[src/rtl/dreq_arb_pkg.sv]
package dreq_arb_pkg;
  typedef enum logic [1:0] {
    SEQ_IDLE  = 2'd0,
    SEQ_READ  = 2'd1,
    SEQ_WRITE = 2'd2
  } seq_state_t;
endpackage

[src/rtl/dreq_sync.sv]
module dreq_sync #(
  parameter int STAGES = 2
) (
  input  logic clk,
  input  logic rst_n,
  input  logic din,
  output logic dout
);
  logic [STAGES-1:0] q;

  // The line idles high, so every stage resets to 1.
  always_ff @(posedge clk or negedge rst_n) begin
    if (!rst_n) q <= '1;
    else        q <= {q[STAGES-2:0], din};
  end

  assign dout = q[STAGES-1];
endmodule

[src/rtl/dreq_gate.sv]
module dreq_gate (
  input  logic clk,
  input  logic rst_n,
  input  logic chan_en,
  input  logic start,
  input  logic stop,
  input  logic line_high,
  input  logic in_cycle,
  input  logic activate,
  input  logic write_end,
  output logic pending
);
  logic armed_q, armed_d;
  logic pend_q, pend_d;
  logic seen_q, seen_d;

  always_comb begin
    armed_d = armed_q;
    pend_d  = pend_q;
    seen_d  = seen_q;
    if (stop) begin
      armed_d = 1'b0;
      pend_d  = 1'b0;
      seen_d  = 1'b0;
    end else if (start) begin
      armed_d = 1'b1;
      pend_d  = 1'b0;
      seen_d  = 1'b0;
    end else if (chan_en) begin
      // Latch a request on a low sample and close the acceptance window.
      if (armed_q && !line_high && !pend_q && !in_cycle) begin
        pend_d  = 1'b1;
        armed_d = 1'b0;
        seen_d  = 1'b0;
      end
      if (activate) pend_d = 1'b0;
      // Look for the line going high while the request is being served.
      if ((pend_q || in_cycle) && line_high) seen_d = 1'b1;
      if (write_end) begin
        armed_d = seen_q || line_high;
        seen_d  = 1'b0;
      end else if (!armed_q && !pend_q && !in_cycle && line_high) begin
        armed_d = 1'b1;
      end
    end
  end

  always_ff @(posedge clk or negedge rst_n) begin
    if (!rst_n) begin
      armed_q <= 1'b0;
      pend_q  <= 1'b0;
      seen_q  <= 1'b0;
    end else begin
      armed_q <= armed_d;
      pend_q  <= pend_d;
      seen_q  <= seen_d;
    end
  end

  assign pending = pend_q;
endmodule

[src/rtl/dreq_seq.sv]
module dreq_seq
  import dreq_arb_pkg::*;
#(
  parameter int CNT_W = 8
) (
  input  logic             clk,
  input  logic             rst_n,
  input  logic             chan_en,
  input  logic             start,
  input  logic             abort,
  input  logic             pending,
  input  logic [CNT_W-1:0] count_in,
  output logic             activate,
  output logic             in_cycle,
  output logic             write_end,
  output logic             term
);
  localparam logic [CNT_W-1:0] LAST = {{(CNT_W-1){1'b0}}, 1'b1};

  seq_state_t       st_q, st_d;
  logic [CNT_W-1:0] rem_q, rem_d;

  assign activate  = chan_en && (st_q == SEQ_IDLE) && pending;
  assign in_cycle  = (st_q != SEQ_IDLE);
  assign write_end = (st_q == SEQ_WRITE);
  assign term      = write_end && (rem_q == LAST);

  always_comb begin
    st_d  = st_q;
    rem_d = rem_q;
    if (abort) begin
      st_d = SEQ_IDLE;
    end else begin
      case (st_q)
        SEQ_IDLE:  if (activate) st_d = SEQ_READ;
        SEQ_READ:  st_d = SEQ_WRITE;
        SEQ_WRITE: st_d = SEQ_IDLE;
        default:   st_d = SEQ_IDLE;
      endcase
    end
    if (start)          rem_d = count_in;
    else if (write_end) rem_d = rem_q - LAST;
  end

  always_ff @(posedge clk or negedge rst_n) begin
    if (!rst_n) begin
      st_q  <= SEQ_IDLE;
      rem_q <= '0;
    end else begin
      st_q  <= st_d;
      rem_q <= rem_d;
    end
  end
endmodule

[src/rtl/dreq_edge_arbiter.sv]
module dreq_edge_arbiter #(
  parameter int CNT_W       = 8,
  parameter int SYNC_STAGES = 2
) (
  input  logic             clk,
  input  logic             rst_n,
  input  logic             en_wr,
  input  logic             en_val,
  input  logic             dreq_n,
  input  logic [CNT_W-1:0] xfer_count,
  output logic             bus_req,
  output logic             dack,
  output logic             cyc_active,
  output logic             done
);
  logic line_high, start, kill, stop;
  logic chan_en_q, chan_en_d, done_q;
  logic activate, in_cycle, write_end, term, pending;

  assign start = en_wr && en_val;
  assign kill  = en_wr && !en_val;
  assign stop  = kill || (term && !start);

  dreq_sync #(.STAGES(SYNC_STAGES)) u_sync (
    .clk(clk), .rst_n(rst_n), .din(dreq_n), .dout(line_high)
  );

  dreq_gate u_gate (
    .clk(clk), .rst_n(rst_n), .chan_en(chan_en_q), .start(start),
    .stop(stop), .line_high(line_high), .in_cycle(in_cycle),
    .activate(activate), .write_end(write_end), .pending(pending)
  );

  dreq_seq #(.CNT_W(CNT_W)) u_seq (
    .clk(clk), .rst_n(rst_n), .chan_en(chan_en_q), .start(start),
    .abort(kill), .pending(pending), .count_in(xfer_count),
    .activate(activate), .in_cycle(in_cycle), .write_end(write_end),
    .term(term)
  );

  always_comb begin
    chan_en_d = chan_en_q;
    if (start)     chan_en_d = 1'b1;
    else if (stop) chan_en_d = 1'b0;
  end

  always_ff @(posedge clk or negedge rst_n) begin
    if (!rst_n) begin
      chan_en_q <= 1'b0;
      done_q    <= 1'b0;
    end else begin
      chan_en_q <= chan_en_d;
      done_q    <= term && !start && !kill;
    end
  end

  assign bus_req    = pending;
  assign dack       = in_cycle;
  assign cyc_active = chan_en_q;
  assign done       = done_q;
endmodule


[config.mk]
export PLATFORM = sky130hd
export DESIGN_NAME = dreq_edge_arbiter
export DESIGN_NICKNAME = d
export VERILOG_FILES = /design/src/rtl/dreq_arb_pkg.sv /design/src/rtl/dreq_sync.sv /design/src/rtl/dreq_gate.sv /design/src/rtl/dreq_seq.sv /design/src/rtl/dreq_edge_arbiter.sv
export SDC_FILE = /design/constraint.sdc
export NUM_CORES = 1
export LEC_CHECK = 0
export BUFFER_PORTS_ARGS = -buffer_cell sky130_fd_sc_hd__buf_2
export CAP_MARGIN = 20
export CORE_AREA = 5 5 50 52
export DETAILED_ROUTE_END_ITERATION = 8
export DIE_AREA = 0 0 55 57
export PLACE_DENSITY_LB_ADDON = 0.08
export SLEW_MARGIN = 0
export SYNTH_ARGS = -nofsm -noshare
export SYNTH_HDL_FRONTEND = slang
export SYNTH_HIERARCHICAL = 1
export SYNTH_SLANG_ARGS = --single-unit
export TNS_END_PERCENT = 30
[constraint.sdc]
create_clock -name clk -period 1.7 [get_ports clk]
set_input_delay 0.255 -clock clk [delete_from_list [all_inputs] [get_ports clk]]
set_output_delay 0.255 -clock clk [all_outputs]
set_load 0.03 [all_outputs]
==> flow_metrics.env, run 1 <==
export IMPL_status="finished clean"
export IMPL_yosysTopAreaCell="dfrtp_1"
export IMPL_switching_power_w=0.000310
export IMPL_rsz0062_at_grt="true"
export IMPL_fill_cells=208
export IMPL_syn_nets=107
export IMPL_pin_count=17
export IMPL_root_buffer="clkbuf_4"
export IMPL_multi_input_area_um2=504
export IMPL_ant_nets=0
export IMPL_cpMaxStageDelayCell="or4b_4"
export IMPL_cap_violations=0
export IMPL_path_cells="or4b_4 > or4b_1 > a31oi_1"
export IMPL_die_y_um=57
export IMPL_synth_seq_cells=17
export IMPL_netlist_area_leader_share=0.405
export IMPL_wl_per_cell_um=13.8
export IMPL_cts_tree="done"
export IMPL_first_global_vias=762
export IMPL_synth_common_cells="dfrtp_1 (15), nor2_1 (9), inv_1 (6)"
export IMPL_fin_crit_sh=0.980
export IMPL_fin_area_um2=1200
export IMPL_worst_ep_required_time_ns=1.92
export IMPL_ir_worst_vdd_v=0.000569
export IMPL_grt_pass1_wl_um=3530
export IMPL_vias=781
export IMPL_netlist_area_um2=927
export IMPL_regArea_um2=428
export IMPL_slew_violations=0
export IMPL_insertion_delay_ns=0.29
export IMPL_path_delay_family="simple AND/OR/NAND/NOR gates"
export IMPL_syn_to_final_growth_pct=29.1
export IMPL_die_area_um2=3140
export IMPL_skew_ns=0.00360
export IMPL_worst_path_stages=3
export IMPL_seq_area_frac_synth=0.462
export IMPL_cts_path_max_buffers=2
export IMPL_worstPathArrival_ns=1.88
export IMPL_whs_ns=0.0538
export IMPL_core_area_um2=2060
export IMPL_grt_start_max_net_pins=18
export IMPL_cp_max_fo=4
export IMPL_crit_path_start_kind="flip-flop"
export IMPL_ys_types=44
export IMPL_clock_sinks=17
export IMPL_synthTopCellsByArea="dfrtp_1 (40%), dfstp_2 (5.7%), nor2_1 (3.6%)"
export IMPL_syn_avg_cell_area_um2=10.1
export IMPL_cts_inserted_buffers=3
export IMPL_p_leak_nw=0.564
export IMPL_rows=17
export IMPL_ys_flop_type="dfrtp_1"
export IMPL_async_flop_share=1.00
export IMPL_setup_viol=0
export IMPL_hold_depth=1
export IMPL_layout_min_cycle_time_ns=1.67
export IMPL_power_frac_comb=0.276
export IMPL_htreeDepth=1
export IMPL_seqPwrFrac=0.502
export IMPL_finalWirelength_um=2080
export IMPL_max_slew_worst_pin_slew_ns=0.398
export IMPL_antennaDiodeCount=0
export IMPL_switching_share=0.315
export IMPL_power_density_nw_per_um2=821
export IMPL_grt_usage=0.153
export IMPL_clkPwrFrac=0.222
export IMPL_critPathMaxStageDelay_ns=0.57
export IMPL_fin_tns_setup_ns=0
export IMPL_drtPass1Iterations=4
export IMPL_critPathCaptureType="flip-flop"
export IMPL_drc=0
export IMPL_initial_core_util=0.449
export IMPL_placed_cell_area_um2=1110
export IMPL_io_buffers=16
export IMPL_hp_class="input port to flip-flop"
export IMPL_max_freq_mhz=600
export IMPL_post_route_cells_drive_above_1_share=0.385
export IMPL_syn_instance_count=92
export IMPL_gp_congestion=0.855
export IMPL_path_clk_slew_ns=0.10
export IMPL_drt_iter0_drc=14
export IMPL_synth_edff_count=0
export IMPL_p_int_w=0.000673
export IMPL_yosys_warnings=6
export IMPL_dp_hpwl_um=1530
export IMPL_synth_most_common_cell="dfrtp_1"
export IMPL_dieWidth_um=55
export IMPL_vias_per_cell=5.21
export IMPL_fin_nets=138
export IMPL_finalHoldViolations=0
export IMPL_path_class="flip-flop to flip-flop"
export IMPL_critPathBufInv=0
export IMPL_antenna_found_initial=0
export IMPL_r2r_cells=3
export IMPL_relSlewSlack=0.734
export IMPL_gr_total_overflow=0
==> per-layer routing <==
metal	part of all wire	track usage
met1	0.51	0.231
met2	0.45	0.211
met3	0.036	0.0313
met4	0.0058	0.0625
met5	0	0
==> state kept, by name, indices dropped and copies added (netlist names) <==
name and flops:
u_seq/rem_q 8, u_gate/seen_q 1, u_gate/armed_q 1, u_gate/pending 1, done 1, u_seq/st_q 2, u_sync/q 2, cyc_active 1
==> worst reg2reg max path, delay by kind of cell, from the launching register on <==
| kind | cells | cell delay (ns) |
|---|---|---|
| AND/OR/NAND/NOR | 2 | 1.06 |
| flip-flops | 1 | 0.40 |
| AO/OA/AOI/OAI | 1 | 0.14 |
==> layout make-up <==
type	instances	area share
Tap cell	28	0.0293
Sequential cell	17	0.357
Inverter	6	0.0188
Timing Repair Buffer	28	0.150
Clock inverter	1	0.00418
Multi-Input combinational cell	67	0.421
Clock buffer	3	0.0188
==> kinds of logic (layout without fill, tap and decap cells) <==
group                      after synthesis  in the layout  synth area share
buffers and inverters                    8             38            0.0337
and+or+nand+nor                         40             40             0.262
AOI/OAI and AO/OA                       22             22             0.185
xor gates and xnor gates                 2              2            0.0189
DFF                                     17             17             0.462
adders and majority gates                2              2            0.0270
muxes                                    1              1            0.0121
==> path summary, 6_finish.rpt <==
path                                             from  slack (ns)                          to
max                        u_seq/rem_q[3]$_DFFE_PN0P_        0.03  u_seq/rem_q[5]$_DFFE_PN0P_
min                                            dreq_n        0.05       u_sync/q[0]$_DFF_PN1_
max reg2reg                u_seq/rem_q[3]$_DFFE_PN0P_        0.03  u_seq/rem_q[5]$_DFFE_PN0P_
min reg2reg                     u_sync/q[0]$_DFF_PN1_        0.36       u_sync/q[1]$_DFF_PN1_
max in group asynchronous                       rst_n        0.95       u_sync/q[0]$_DFF_PN1_
min in group asynchronous                       rst_n        0.43      cyc_active$_DFFE_PN0P_
==> power groups by stage <==
stage,Clock [W],Sequential [W],Combinational [W]
after floorplan,0,0.000505,0.000136
after global placement,0,0.000498,0.000235
after detailed placement,0,0.000500,0.000241
after CTS,0.000227,0.000492,0.000245
after global routing,0.000245,0.000502,0.000304
final,0.000218,0.000494,0.000271
==> cells in the final DEF, fill, tap and decap left out, types with 2 or more instances in the layout <==
cell type / n
nor2_1: 9
o21ai_0: 3
buf_4: 9
dfrtp_1: 15
clkbuf_4: 3
a31oi_1: 5
dfstp_2: 2
nor3b_1: 2
inv_1: 6
nand2_1: 5
nor2b_4: 2
nor3_2: 2
and2_1: 2
a21o_1: 2
buf_2: 16
a21oi_1: 2
buf_6: 2
ha_1: 2
or2_2: 2
==> what timing repair did <==
action / in CTS / in global routing
pin swaps: 1 / 6
hold endpoints to repair: 15 / 0
resized for setup: 2 / 7
hold buffers: 1 / 0
setup endpoints to repair: 7 / 7
buffers inserted: 0 / 2
==> per-stage QoR <==
step,utilization,instances,power (W),worst slack (ns)
2_1_floorplan,-,92,0.000642,-0.0492
3_3_place_gp,0.536,143,0.000733,0.0106
3_5_place_dp,0.536,143,0.000740,-0.0353
4_1_cts,0.558,148,0.000964,-0.00369
5_1_grt,0.580,150,0.00105,-0.0365
6_report,0.580,150,0.000983,0.0334
Note: power is estimated with default switching activity, not from simulation.
==> run 2: changes to the inputs <==
--- a/config.mk
+++ b/config.mk
@@ -8,3 +8,2 @@
 export BUFFER_PORTS_ARGS = -buffer_cell sky130_fd_sc_hd__buf_2
-export CAP_MARGIN = 20
 export CORE_AREA = 5 5 50 52
--- a/constraint.sdc
+++ b/constraint.sdc
@@ -3,2 +3,2 @@
 set_output_delay 0.255 -clock clk [all_outputs]
-set_load 0.03 [all_outputs]
+set_load 0.005 [all_outputs]
==> flow_metrics.env, run 2 (same netlist as run 1, synthesis figures left out) <==
export IMPL_insertion_delay_ns=0.28
export IMPL_r2r_cells=4
export IMPL_grt_usage=0.137
export IMPL_power_density_nw_per_um2=797
export IMPL_finalWirelength_um=1920
export IMPL_root_buffer="clkbuf_4"
export IMPL_drt_iter0_drc=10
export IMPL_worst_slack_ns=-0.0134
export IMPL_pre_cts_ws_ns=-0.0565
export IMPL_worst_ep_required_time_ns=1.91
export IMPL_top_regs="u_seq/rem_q x8, u_seq/st_q x2, u_sync/q x2"
export IMPL_layout_min_cycle_time_ns=1.71
export IMPL_critPathCaptureType="flip-flop"
export IMPL_rsz0062_at_grt="true"
export IMPL_dp_cells=141
export IMPL_core_area_um2=2060
export IMPL_final_cell_mix="buf_2 (16), dfrtp_1 (15), nor2_1 (9)"
export IMPL_gp_congestion=0.857
export IMPL_violations="negative setup slack"
export IMPL_die_area_um2=3140
export IMPL_regMostFlops="u_seq/rem_q"
export IMPL_path_cells="or4b_4 > buf_6 > or4_1 > a31oi_1"
export IMPL_cpMaxStageDelayCell="or4b_4"
export IMPL_largest_reg_flops=8
export IMPL_hold_depth=1
export IMPL_setup_viol=1
export IMPL_first_global_vias=752
export IMPL_skew_ns=0.00380
export IMPL_path_clk_slew_ns=0.10
export IMPL_ir_worst_vdd_v=0.000517
export IMPL_path_class="flip-flop to flip-flop"
export IMPL_cts_path_max_buffers=2
export IMPL_cap_violations=0
export IMPL_max_freq_mhz=584
export IMPL_finalHoldViolations=0
export IMPL_drc=0
export IMPL_hp_class="input port to flip-flop"
export IMPL_p_leak_nw=0.556
export IMPL_layoutNonFillerInstCount=147
export IMPL_ant_nets=0
export IMPL_dp_hpwl_um=1460
export IMPL_antennaDiodeCount=0
export IMPL_post_route_cells_drive_above_1_share=0.361
export IMPL_grt_start_max_net_pins=18
export IMPL_pin_count=17
export IMPL_whs_ns=0.0645
export IMPL_cts_inserted_buffers=3
export IMPL_syn_to_final_growth_pct=25.8
export IMPL_antenna_found_initial=0
export IMPL_cts_tree="done"
export IMPL_critPathMaxStageDelay_ns=0.58
export IMPL_relSlewSlack=0.745
export IMPL_wl_per_cell_um=13.1
export IMPL_rrSetupSlack_ns=-0.01
export IMPL_layout_commonest_cell="buf_2"
export IMPL_fin_tns_setup_ns=-0.0134
export IMPL_max_slew_worst_pin_slew_ns=0.382
export IMPL_rows=17
export IMPL_io_buffers=16
export IMPL_drtPass1Iterations=3
export IMPL_crit_path_start_kind="flip-flop"
export IMPL_initial_core_util=0.449
export IMPL_htreeDepth=1
export IMPL_slew_violations=0
export IMPL_grt_pass1_wl_um=3170
export IMPL_fin_nets=135
export IMPL_gr_total_overflow=0
export IMPL_clock_sinks=17
export IMPL_worstPathArrival_ns=1.92
export IMPL_die_y_um=57
export IMPL_vias_per_cell=5.30
export IMPL_status="finished, violations left"
export IMPL_dieWidth_um=55
export IMPL_vias=779
export IMPL_fin_crit_sh=1.01
export IMPL_cp_max_fo=6
==> run 2: critical path, delay by kind of cell, from the launching register on <==
kind            cells  cell delay [ns]
buf+inv             1             0.16
simple gates        2             0.97
flops               1             0.39
compound gates      1             0.13
==> run 2: final timing paths <==
path,from,end
worst max-delay path,u_seq/rem_q[3]$_DFFE_PN0P_,u_seq/rem_q[7]$_DFFE_PN0P_
worst min-delay path,dreq_n,u_sync/q[0]$_DFF_PN1_
worst max register to register,u_seq/rem_q[3]$_DFFE_PN0P_,u_seq/rem_q[7]$_DFFE_PN0P_
worst min register to register,u_sync/q[0]$_DFF_PN1_,u_sync/q[1]$_DFF_PN1_
max in group asynchronous,rst_n,u_sync/q[1]$_DFF_PN1_
min in group asynchronous,rst_n,u_seq/rem_q[2]$_DFFE_PN0P_
==> run 2: final cells by class <==
type	count	area [um2]
flip-flops and latches	17	428
fillers	200	897
clock buffers	4	26.3
multi-input cells	67	500
repair buffers	25	154
inverters	6	22.5
well taps	28	35.0
==> run 2: metrics by stage <==
step,util,cell area [um2],power (W)
final,0.565,1170,0.000930
after global routing,0.565,1170,0.000995
after CTS,0.555,1140,0.000935
after global placement,0.529,1090,0.000712
after detailed placement,0.529,1090,0.000712
after floorplan,-,941,0.000630
==> run 2: report_power, final <==
group / leakage [nW] / switching [W] / internal, W
registers: 0.210 / 0.0000487 / 0.000449
clock network: 0.0150 / 0.000118 / 0.0000909
logic: 0.331 / 0.000110 / 0.000113
total: 0.556 / 0.000277 / 0.000653
==> run 2: routing by layer <==
metal | GRT usage | part of all wire | wire (um) | vias up
met4 | 0.0521 | 0.0073 | 14 | 0
met1 | 0.192 | 0.50 | 955 | 372
met3 | 0.0235 | 0.030 | 57 | 2
met5 | 0 | 0 | 0 | -
li1 | - | - | - | 391
met2 | 0.208 | 0.46 | 892 | 14
==> run 2: timing repair <==
action / 4_1_cts / 5_1_grt
hold buffers: 1 / 0
buffers inserted: 1 / 0
gates cloned: 0 / 0
hold endpoints to repair: 15 / 0
resized for setup: 3 / 5
setup endpoints to repair: 7 / 7
pin swaps: 1 / 3
==> run 3: changes to the inputs <==
Settings changed: CORE_AREA 5 5 50 52 to 2 2 47 49, DIE_AREA 0 0 55 57 to 0 0 49 51.
==> flow_metrics.env, run 3 (same netlist as run 1, synthesis figures left out) <==
export IMPL_crit_path_start_kind="flip-flop"
export IMPL_syn_to_final_growth_pct=23.5
export IMPL_vias=797
export IMPL_skew_ns=0.00207
export IMPL_p_int_w=0.000647
export IMPL_relSlewSlack=0.752
export IMPL_dp_cells=141
export IMPL_antennaDiodeCount=0
export IMPL_clock_sinks=17
export IMPL_dp_hpwl_um=1450
export IMPL_antenna_found_initial=0
export IMPL_top_regs="u_seq/rem_q x8, u_seq/st_q x2, u_sync/q x2"
export IMPL_critPathCaptureType="flip-flop"
export IMPL_r2r_start="u_seq/st_q[0]$_DFFE_PN0P_"
export IMPL_violations="negative setup slack"
export IMPL_cp_max_fo=6
export IMPL_layoutNonFillerInstCount=146
export IMPL_cts_setup_buffers=0
export IMPL_root_buffer="clkbuf_4"
export IMPL_finalWirelength_um=1990
export IMPL_pre_cts_ws_ns=-0.0991
export IMPL_drc=0
export IMPL_cap_violations=0
export IMPL_fin_nets=134
export IMPL_rsz0062_at_grt="true"
export IMPL_slew_violations=0
export IMPL_grt_start_max_net_pins=18
export IMPL_finalHoldViolations=0
export IMPL_placed_cell_area_um2=1090
export IMPL_rows=17
export IMPL_hp_class="input port to flip-flop"
export IMPL_dieWidth_um=49
export IMPL_switching_share=0.303
export IMPL_cts_inserted_buffers=3
export IMPL_pin_count=17
export IMPL_post_route_cells_drive_above_1_share=0.347
export IMPL_status="finished, violations left"
export IMPL_insertion_delay_ns=0.29
export IMPL_worst_ep_required_time_ns=1.92
export IMPL_die_y_um=51
export IMPL_gp_congestion=0.874
export IMPL_path_class="flip-flop to flip-flop"
export IMPL_initial_core_util=0.449
export IMPL_first_global_vias=772
export IMPL_io_buffers=16
export IMPL_p_leak_nw=0.538
export IMPL_vias_per_cell=5.46
export IMPL_htreeDepth=1
export IMPL_worst_slack_ns=-0.0615
export IMPL_gr_total_overflow=0
export IMPL_cts_path_max_buffers=2
export IMPL_final_cell_mix="buf_2 (16), dfrtp_1 (15), nor2_1 (9)"
export IMPL_rrSetupSlack_ns=-0.06
export IMPL_drtPass1Iterations=4
export IMPL_setup_viol=1
export IMPL_power_frac_comb=0.229
export IMPL_layout_commonest_cell="buf_2"
export IMPL_largest_reg_flops=8
export IMPL_cts_tree="done"
export IMPL_core_area_um2=2060
export IMPL_max_slew_worst_pin_slew_ns=0.373
export IMPL_power_density_nw_per_um2=811
export IMPL_path_clk_slew_ns=0.10
export IMPL_cp_startpoint="u_seq/st_q[0]$_DFFE_PN0P_"
export IMPL_r2r_cells=4
export IMPL_seqPwrFrac=0.538
export IMPL_clkPwrFrac=0.233
export IMPL_grt_usage=0.187
export IMPL_regMostFlops="u_seq/rem_q"
export IMPL_wl_per_cell_um=13.7
export IMPL_whs_ns=0.0528
export IMPL_worstPathArrival_ns=1.98
export IMPL_grt_pass1_wl_um=3510
export IMPL_ant_nets=0
export IMPL_fin_area_um2=1140
export IMPL_fin_crit_sh=1.04
export IMPL_timing_rr_end="u_seq/rem_q[7]$_DFFE_PN0P_"
export IMPL_switching_power_w=0.000281
export IMPL_ir_worst_vdd_v=0.000593
export IMPL_layout_min_cycle_time_ns=1.76
export IMPL_max_freq_mhz=568
export IMPL_die_area_um2=2500
export IMPL_fill_cells=202
export IMPL_drt_iter0_drc=17
export IMPL_critPathCapture="u_seq/rem_q[7]$_DFFE_PN0P_"
[run 3: cell types whose count changed in the layout (fill, tap and decap cells not counted), sizes merged]
cell / previous run / this run
buf: 24 / 23
[run 3: power by group through the flow]
stage                     Sequential [W]  Combinational, W  Clock, W
final                           0.000499          0.000212  0.000217
after global routing            0.000508          0.000242  0.000252
after CTS                       0.000498          0.000214  0.000228
after detailed placement        0.000505          0.000210         0
after global placement          0.000502          0.000208         0
after floorplan                 0.000496          0.000133         0
[run 3: layout make-up]
class | count | area [um2] | share of cell area
tap | 28 | 35.0 | 0.0306
timing repair buffer | 24 | 146 | 0.128
inverter | 6 | 22.5 | 0.0197
sequential | 17 | 428 | 0.374
clock buffer | 4 | 26.3 | 0.0230
multi-input combinational | 67 | 487 | 0.425
[run 3: per-layer routing]
metal  track usage  vias up  part of all wire
met5             0        -                 0
met4        0.0857        0             0.016
met3        0.0380        4             0.032
met2         0.283       24              0.49
met1         0.259      380              0.46
li1              -      389                 -
[run 3: per-stage QoR]
stage	util	total power, W	setup TNS (ns)
2_1_floorplan	-	0.000630	-0.149
3_3_place_gp	0.529	0.000710	-0.0953
3_5_place_dp	0.529	0.000714	-0.350
4_1_cts	0.552	0.000940	-0.0386
5_1_grt	0.555	0.00100	-0.421
6_report	0.555	0.000929	-0.0615
[run 3: how the worst min path moves through the flow]
stage          startpoint                         end  slack [ns]  cells after the start
6_report           dreq_n       u_sync/q[0]$_DFF_PN1_        0.05                      1
5_1_grt            dreq_n       u_sync/q[0]$_DFF_PN1_        0.02                      1
4_1_cts            dreq_n       u_sync/q[0]$_DFF_PN1_        0.04                      1
3_5_place_dp        rst_n  u_seq/rem_q[2]$_DFFE_PN0P_        0.20                      1
3_3_place_gp        rst_n   u_seq/st_q[1]$_DFFE_PN0P_        0.21                      1
2_1_floorplan       rst_n      cyc_active$_DFFE_PN0P_       -0.04                      0
[run 3: critical path: stages, from the launching register on]
cell	delay (ns)
dfrtp_1	0.39
or4b_4	0.57
buf_6	0.15
or4_1	0.40
a31oi_1	0.18
[run 3: what timing repair did]
action | 4_1_cts | 5_1_grt
gates cloned | 0 | 0
endpoints found under the hold margin | 15 | 0
pin swaps | 1 | 4
gates resized for setup | 4 | 1
setup endpoints to repair | 7 | 7
hold buffers | 1 | 0
